`config.mk`:
```
export PLATFORM = sky130hd
export DESIGN_NAME = tif_flag_reg
export DESIGN_NICKNAME = d
export VERILOG_FILES = /design/src/rtl/tif_pkg.sv /design/src/rtl/tif_ovf_sel.sv /design/src/rtl/tif_flag_cell.sv /design/src/rtl/tif_irq_gate.sv /design/src/rtl/tif_flag_reg.sv
export SDC_FILE = /design/constraint.sdc
export NUM_CORES = 1
export LEC_CHECK = 0
export ABC_CLOCK_PERIOD_IN_PS = 800
export BUFFER_PORTS_ARGS = -buffer_cell sky130_fd_sc_hd__buf_2
export CAP_MARGIN = 10
export CORE_UTILIZATION = 34
export DETAILED_ROUTE_END_ITERATION = 12
export PLACE_DENSITY = 0.85
export SYNTH_ARGS = -nofsm -noshare
export SYNTH_HDL_FRONTEND = slang
export SYNTH_SLANG_ARGS = --single-unit
```
`constraint.sdc`:
```
create_clock -name clk -period 0.8 [get_ports clk]
set_clock_uncertainty 0.1 [all_clocks]
set_input_delay 0.12 -clock clk [delete_from_list [all_inputs] [get_ports clk]]
set_output_delay 0.12 -clock clk [all_outputs]
set_load 0.02 [all_outputs]
```
`src/rtl/tif_pkg.sv`:
```
package tif_pkg;

    // number of implemented flags; the register byte carries one spare bit
    parameter int unsigned NFLAG = 7;
    localparam int unsigned REG_W = NFLAG + 1;

    // bit positions in the software-visible byte (decoded by software)
    localparam int unsigned POS_T0_CMP  = 0;
    localparam int unsigned POS_T0_OVF  = 1;
    localparam int unsigned POS_T2_CMP  = 2;
    localparam int unsigned POS_T1_CAP  = 3;
    localparam int unsigned POS_T2_OVF  = 4;
    localparam int unsigned POS_T1_CMPB = 5;
    localparam int unsigned POS_T1_CMPA = 6;

    typedef logic [NFLAG-1:0] flag_vec_t;
    typedef logic [REG_W-1:0] reg_byte_t;

    // which timer pulse feeds an overflow flag
    typedef enum logic {
        OVF_ON_WRAP   = 1'b0,
        OVF_ON_LEAVE0 = 1'b1
    } ovf_mode_e;

    typedef struct packed {
        logic wrap;
        logic leave0;
    } ovf_evt_t;

    // member order follows the bit positions, MSB first
    typedef struct packed {
        logic t1_cmpa;
        logic t1_cmpb;
        logic t2_ovf;
        logic t1_cap;
        logic t2_cmp;
        logic t0_ovf;
        logic t0_cmp;
    } flag_src_t;

    function automatic flag_vec_t src_to_vec(flag_src_t s);
        return flag_vec_t'(s);
    endfunction

    function automatic reg_byte_t vec_to_byte(flag_vec_t f);
        return {1'b0, f};
    endfunction

    function automatic ovf_mode_e mode_of(logic pwm);
        return pwm ? OVF_ON_LEAVE0 : OVF_ON_WRAP;
    endfunction

endpackage

```
`src/rtl/tif_ovf_sel.sv`:
```
module tif_ovf_sel
    import tif_pkg::*;
(
    input  ovf_mode_e mode,
    input  ovf_evt_t  evt,
    output logic      set_o
);

    always_comb begin
        unique case (mode)
            OVF_ON_WRAP:   set_o = evt.wrap;
            OVF_ON_LEAVE0: set_o = evt.leave0;
            default:       set_o = 1'b0;
        endcase
    end

endmodule

```
`src/rtl/tif_flag_cell.sv`:
```
module tif_flag_cell (
    input  logic clk,
    input  logic rst,
    input  logic set_i,
    input  logic clr_i,
    output logic flag_o
);

    logic flag_q;
    logic flag_d;

    always_comb begin
        flag_d = flag_q;
        if (clr_i) flag_d = 1'b0;
        if (set_i) flag_d = 1'b1;
    end

    always_ff @(posedge clk) begin
        if (rst) flag_q <= 1'b0;
        else     flag_q <= flag_d;
    end

    assign flag_o = flag_q;


    set_wins_chk: assert property (@(posedge clk) disable iff (rst)
        set_i |=> flag_o);


    clear_takes_chk: assert property (@(posedge clk) disable iff (rst)
        (clr_i && !set_i) |=> !flag_o);


    flag_holds_chk: assert property (@(posedge clk) disable iff (rst)
        (!clr_i && !set_i) |=> $stable(flag_o));

endmodule

```
`src/rtl/tif_irq_gate.sv`:
```
module tif_irq_gate
    import tif_pkg::*;
(
    input  logic      clk,
    input  logic      rst,
    input  logic      gie,
    input  flag_vec_t en,
    input  flag_vec_t flags,
    output flag_vec_t irq_o
);

    flag_vec_t irq_q;

    for (genvar i = 0; i < NFLAG; i++) begin : g_req
        always_ff @(posedge clk) begin
            if (rst) irq_q[i] <= 1'b0;
            else     irq_q[i] <= gie & en[i] & flags[i];
        end
    end

    assign irq_o = irq_q;


    req_needs_flag_chk: assert property (@(posedge clk) disable iff (rst)
        !$past(rst) |-> ((irq_o & ~$past(flags)) == '0));


    gie_drop_chk: assert property (@(posedge clk) disable iff (rst)
        !gie |=> (irq_o == '0));

endmodule

```
`src/rtl/tif_flag_reg.sv`:
```
module tif_flag_reg
    import tif_pkg::*;
(
    input  logic       clk,
    input  logic       rst,
    input  logic       bus_we,
    input  logic [7:0] bus_wdata,
    output logic [7:0] bus_rdata,
    input  logic       t0_cmp_evt,
    input  logic       t0_wrap_evt,
    input  logic       t0_leave0_evt,
    input  logic       t0_pwm,
    input  logic       t1_cmpa_evt,
    input  logic       t1_cmpb_evt,
    input  logic       t1_capt_evt,
    input  logic       t2_cmp_evt,
    input  logic       t2_wrap_evt,
    input  logic       t2_leave0_evt,
    input  logic       t2_pwm,
    input  logic [6:0] irq_en,
    input  logic       gie,
    input  logic [6:0] irq_ack,
    output logic [6:0] irq_req
);

    ovf_evt_t  t0_ovf_evt, t2_ovf_evt;
    logic      t0_ovf_set, t2_ovf_set;
    flag_src_t src;
    flag_vec_t set_vec, clr_vec, wr_clr, flags;
    logic      unused_wmsb;

    assign unused_wmsb = bus_wdata[7];

    assign t0_ovf_evt = '{wrap: t0_wrap_evt, leave0: t0_leave0_evt};
    assign t2_ovf_evt = '{wrap: t2_wrap_evt, leave0: t2_leave0_evt};

    tif_ovf_sel u_t0_ovf (
        .mode  (mode_of(t0_pwm)),
        .evt   (t0_ovf_evt),
        .set_o (t0_ovf_set)
    );

    tif_ovf_sel u_t2_ovf (
        .mode  (mode_of(t2_pwm)),
        .evt   (t2_ovf_evt),
        .set_o (t2_ovf_set)
    );

    always_comb begin
        src.t0_cmp  = t0_cmp_evt;
        src.t0_ovf  = t0_ovf_set;
        src.t2_cmp  = t2_cmp_evt;
        src.t1_cap  = t1_capt_evt;
        src.t2_ovf  = t2_ovf_set;
        src.t1_cmpb = t1_cmpb_evt;
        src.t1_cmpa = t1_cmpa_evt;
    end

    assign set_vec = src_to_vec(src);
    assign wr_clr  = bus_we ? bus_wdata[NFLAG-1:0] : '0;
    assign clr_vec = wr_clr | irq_ack;

    for (genvar i = 0; i < NFLAG; i++) begin : g_flag
        tif_flag_cell u_cell (
            .clk    (clk),
            .rst    (rst),
            .set_i  (set_vec[i]),
            .clr_i  (clr_vec[i]),
            .flag_o (flags[i])
        );
    end

    tif_irq_gate u_gate (
        .clk   (clk),
        .rst   (rst),
        .gie   (gie),
        .en    (irq_en),
        .flags (flags),
        .irq_o (irq_req)
    );

    assign bus_rdata = vec_to_byte(flags);


    write_zero_keeps_chk: assert property (@(posedge clk) disable iff (rst)
        (bus_we && set_vec == '0 && irq_ack == '0)
        |=> (bus_rdata[6:0] == ($past(bus_rdata[6:0]) & ~$past(bus_wdata[6:0]))));


    ack_clears_chk: assert property (@(posedge clk) disable iff (rst)
        (irq_ack[POS_T1_CMPA] && !t1_cmpa_evt) |=> !bus_rdata[POS_T1_CMPA]);


    pwm_wrap_ignored_chk: assert property (@(posedge clk) disable iff (rst)
        (t0_pwm && t0_wrap_evt && !t0_leave0_evt && !bus_rdata[POS_T0_OVF]
         && irq_ack[POS_T0_OVF] == 1'b0) |=> !bus_rdata[POS_T0_OVF]);


    wrap_sets_chk: assert property (@(posedge clk) disable iff (rst)
        (!t2_pwm && t2_wrap_evt) |=> bus_rdata[POS_T2_OVF]);


    reset_clears_chk: assert property (@(posedge clk)
        rst |=> (bus_rdata == 8'h00 && irq_req == '0));

endmodule

```
==> results of run 1 <==
==> how the worst max path moves through the flow <==
stage / start / to / slack, ps / cells after the start
after floorplan: g_flag[1].u_cell.flag_o / bus_rdata[1] / 130 / 1
after detailed placement: bus_we / g_flag[0].u_cell.flag_o / -40 / 4
after global placement: bus_we / g_flag[6].u_cell.flag_o / -0.9 / 4
after global routing: g_flag[6].u_cell.flag_o / bus_rdata[6] / -180 / 1
final: g_flag[6].u_cell.flag_o / bus_rdata[6] / -150 / 1
after CTS: g_flag[1].u_cell.flag_o / bus_rdata[1] / -150 / 1
==> registers in the layout (all words and copies together) (netlist names) <==
name / count
g_flag.u_cell.flag_o: 7
u_gate.irq_o: 7
==> routing by layer <==
layer  part of all wire [%]  up-vias  global-route usage [%]  wire length [um]
met1                     37      268                    19.9               610
li1                       -      290                       -                 -
met4                   0.49        0                    9.38                 8
met2                     53       36                    33.2               865
met3                    9.2        2                    3.88               151
met5                      0        -                       0                 0
==> what timing repair did <==
| action | CTS | global route |
|---|---|---|
| setup endpoints to repair | 14 | 27 |
| buffers inserted | 7 | 0 |
| hold endpoints to repair | 14 | 7 |
| resized for setup | 43 | 9 |
| pin swaps | 0 | 1 |
==> report_power, final <==
part | leakage, nW | internal, mW | switching, mW
registers | 0.120 | 0.733 | 0.0211
logic | 0.391 | 0.191 | 0.148
clock network | 0.0138 | 0.174 | 0.194
==> stage by stage <==
stage | hold slack (ps) | setup slack (ps) | util [%]
3_5_place_dp | 235 | -40.7 | 50.1
6_report | -41.7 | -151 | 65.8
3_3_place_gp | 224 | -0.851 | 50.1
4_1_cts | -49.3 | -151 | 62.5
2_1_floorplan | 138 | 133 | -
5_1_grt | -46.2 | -180 | 65.8
==> cell usage in the layout (no fill, tap or decap), drive strengths merged <==
cell / instances
mux2i: 2
inv: 5
nand3b: 2
a31oi: 5
conb: 1
dfxtp: 14
nand2: 7
nor2: 5
a21oi: 2
buf: 57
nor2b: 1
clkbuf: 3
and3: 7
==> worst reg2reg max path, delay by kind of cell, from the launching register on <==
| family | cells | cell delay (ps) |
|---|---|---|
| AOI/OAI and AO/OA | 1 | 130 |
| DFF | 1 | 330 |
| and+or+nand+nor | 1 | 50 |
| buffers and inverters | 1 | 140 |
==> synthesized netlist by cell type, drive strengths merged <==
master / number / area (sq um)
and3: 7 / 43.8
nor2b: 1 / 13.8
mux2i: 2 / 20.0
conb: 1 / 3.75
nor2: 5 / 18.8
nand3b: 2 / 15.0
nand2: 7 / 26.3
a31oi: 5 / 31.3
inv: 5 / 18.8
a21oi: 2 / 10.0
buf: 9 / 71.3
dfxtp: 14 / 280
==> cell families after synthesis <==
kind of cell | share of synthesized area (%)
mux | 3.62
flops | 50.7
compound gates | 7.47
buf+inv | 16.3
other cells | 0.678
simple gates | 21.3
==> cell type report <==
type | count | area [sq um]
clock buffer | 3 | 22.5
fill | 110 | 515
inverter | 5 | 18.8
multi-input combinational | 32 | 231
sequential | 14 | 298
tap | 16 | 20.0
timing repair buffer | 57 | 400
==> impl_metrics.toml, run 1 <==
[global_route]
antenna_found_initial = 0
globalRouteOverflowTotal = 0
grt_start_max_net_pins = 8
grt_pass1_wl_um = 2470
grt_pass1_vias = 594
track_usage_pct = 18.4

[floorplanning]
std_cell_rows = 14
die_height_um = 42.3
initial_core_util_pct = 36.7
coreArea_sq_mm = 0.00151
fp.dieArea_sq_mm = 0.00179
die_w_um = 42.3
ios = 52

[synthesis]
yosys_register_bits = 14
ys_warn_count = 0
ys_types = 13
syn-instance-count = 60
syn-num-nets = 97
syn-cell-area_sq_um = 553
ys_seq_area_share_pct = 50.7
syn_avg_cell_area_sq_um = 9.22

[sta]
setup_viol = 23
period_share_pct = 119
finalHoldViolCount = 10
holdWs_ps = -41.7
finalCriticalPeriod_ps = 951
tns_ps = -2030
clock.fmax_mhz = 1050
setup_ws_ps = -151
rsz0062_at_grt = "true"
slew_violations = 0

[setup_path]
r2r_start = "g_flag[0].u_cell.flag_o"
cp_num_buf_inv = 1
max_stage_delay_ps = 350
critPathArrivalTime_ps = 730
regToRegSetupSlack_ps = -40
crit_type = "flop to primary output"
worst_path_max_delay_cell = "dfxtp_2"
critPathTopFamily = "flip-flops"
path_cells = "buf_6"
worst_r2r_endpoint = "g_flag[0].u_cell.flag_o"
endpoint_kind = "primary output"
cp_max_fo = 2
start_kind = "flop"
r2r_cells = 3
required_ps = 580

[min_path]
min-delay-start = "t1_capt_evt"
holdPathStages = 3
hp-class = "input port to flop"
whs_endpoint = "g_flag[3].u_cell.flag_o"

[layout]
stdcell_count = 127
layout.nets = 150
diodes = 0
design_area_sq_um = 991
drive_above_1_share_pct = 73.0
area_growth_pct = 79.2

[routing]
drtAntennaViolNets = 0
via_per_inst = 4.69
drt_first_pass_iters = 4
vias = 596
wl_per_cell_um = 12.9
drt_wl_total_um = 1640
drc = 0
drt_iter0_markers = 4

[cts]
cts.sinks = 14
clock_latency_ps = 260
cts_made_buffers = 3
root_buffer = "clkbuf_4"
htreeDepth = 1
cts_tree = "built"
clockBufferDepth = 2
clk_pin_slew_ps = 80

[placement]
gp_congestion = 0.568
placed_area_sq_um = 754
place_hpwl_um = 983
port_buffers = 49
placedCellCount = 117

[power]
ir_drop_v = 0.000687
p_per_area_mw_per_mm2 = 1470
p_leak_nw = 0.525
total_power_mw = 1.46

[outcome]
violations = "negative hold slack, negative setup slack"
status = "finished, violations left"

[flow_run]
cap_violations = 0
Power figures use the tool's default switching activity.
==> run 2, diff against run 1 <==
Settings changed: PLACE_DENSITY 0.85 to 0.79.
==> impl_metrics.toml, run 2 (synthesized netlist as in run 1, its figures left out) <==
[setup_path]
crit_type = "flop to primary output"
r2r_cells = 3
critPathTopFamily = "flip-flops"
endpoint_kind = "primary output"
worst_path_max_delay_cell = "dfxtp_2"
max_stage_delay_ps = 350
start_kind = "flop"
cp_num_buf_inv = 1
cp_max_fo = 3
regToRegSetupSlack_ps = -40
critPathArrivalTime_ps = 740
r2r_start = "g_flag[3].u_cell.flag_o"
path_cells = "buf_6"
required_ps = 580
worst_r2r_endpoint = "g_flag[3].u_cell.flag_o"

[routing]
drt_iter0_markers = 3
drt_wl_total_um = 1520
via_per_inst = 4.43
drc = 0
drtAntennaViolNets = 0
drt_first_pass_iters = 2
wl_per_cell_um = 12.1
vias = 558

[layout]
final_util_pct = 64.2
final_cell_mix = "35 x buf_2, 18 x buf_6, 14 x dfxtp_2, 7 x nand2_1"
area_growth_pct = 74.9
layout.nets = 149
drive_above_1_share_pct = 70.0
layout_commonest_cell = "buf_2"
diodes = 0
nFillCells = 116

[outcome]
status = "finished, violations left"
violations = "negative hold slack, negative setup slack"

[power]
p_per_area_mw_per_mm2 = 1500
p_leak_nw = 0.523
ir_drop_v = 0.000653

[floorplanning]
initial_core_util_pct = 36.7
ios = 52
coreArea_sq_mm = 0.00151
die_w_um = 42.3
fp.dieArea_sq_mm = 0.00179
die_height_um = 42.3
std_cell_rows = 14

[min_path]
hp-class = "input port to flop"
min-delay-start = "t0_cmp_evt"
whs_endpoint = "g_flag[0].u_cell.flag_o"
holdPathStages = 3

[cts]
clockBufferDepth = 2
clock_latency_ps = 270
cts_tree = "built"
cts_made_buffers = 3
clk_pin_slew_ps = 80
htreeDepth = 1
cts.sinks = 14
root_buffer = "clkbuf_4"

[sta]
finalHoldViolCount = 10
setup_viol = 19
finalCriticalPeriod_ps = 959
holdWs_ps = -45.5
slew_violations = 0
period_share_pct = 120
rsz0062_at_grt = "true"
clock.fmax_mhz = 1040
tns_ps = -2060
setup_ws_ps = -159

[placement]
gp_congestion = 0.671
place_hpwl_um = 928
port_buffers = 49

[global_route]
globalRouteOverflowTotal = 0
track_usage_pct = 16.8
antenna_found_initial = 0
grt_start_max_net_pins = 8
grt_pass1_wl_um = 2210
grt_pass1_vias = 562

[flow_run]
cap_violations = 0
run 2: what timing repair did:
item / CTS / global route
buffers inserted: 4 / 2
endpoints found under the hold margin: 12 / 9
gates cloned: 0 / 0
endpoints found under the setup margin: 14 / 22
gates resized for setup: 41 / 8
run 2: area by class of cell:
class	count	area, sq um	share of cell area [%]
Timing Repair Buffer	56	400	41.4
Multi-Input combinational cell	32	208	21.5
Inverter	5	18.8	1.94
Tap cell	16	20.0	2.07
Sequential cell	14	298	30.8
Clock buffer	3	22.5	2.33
run 2: through the flow:
step / std cells / setup slack (ps) / hold slack, ps / area (sq um) / power [mW]
3_5_place_dp: 117 / -14.5 / 237 / 754 / 0.987
4_1_cts: 124 / -172 / -51.1 / 911 / 1.43
3_3_place_gp: 117 / 2.58 / 225 / 754 / 0.982
2_1_floorplan: 60 / 133 / 138 / 553 / 0.899
6_report: 126 / -159 / -45.5 / 967 / 1.45
5_1_grt: 126 / -189 / -49.5 / 967 / 1.53
run 2: worst min-delay path, delay by kind of cell:
family | cells | cell delay, ps
buffers and inverters | 1 | 80
and+or+nand+nor | 1 | 70
AOI/OAI and AO/OA | 1 | 30
run 2: routing by layer:
metal	vias up	global-route usage (%)	share of wire (%)
li1	288	-	-
met5	-	0	0
met2	31	31.1	51
met3	2	6.47	11
met4	0	11.3	0.92
met1	237	14.6	37
run 2: where the power goes:
part / internal, mW / total [mW] / switching, mW
registers: 0.734 / 0.758 / 0.0241
logic: 0.184 / 0.317 / 0.133
clock network: 0.174 / 0.377 / 0.203
run 2: worst max-delay path by stage:
stage / endpoint / cells after the start / slack [ps] / start
5_1_grt: bus_rdata[1] / 1 / -190 / g_flag[1].u_cell.flag_o
3_3_place_gp: g_flag[2].u_cell.flag_o / 4 / 3 / bus_we
3_5_place_dp: g_flag[3].u_cell.flag_o / 4 / -10 / bus_we
6_report: bus_rdata[1] / 1 / -160 / g_flag[1].u_cell.flag_o
4_1_cts: bus_rdata[1] / 1 / -170 / g_flag[1].u_cell.flag_o
2_1_floorplan: bus_rdata[1] / 1 / 130 / g_flag[1].u_cell.flag_o
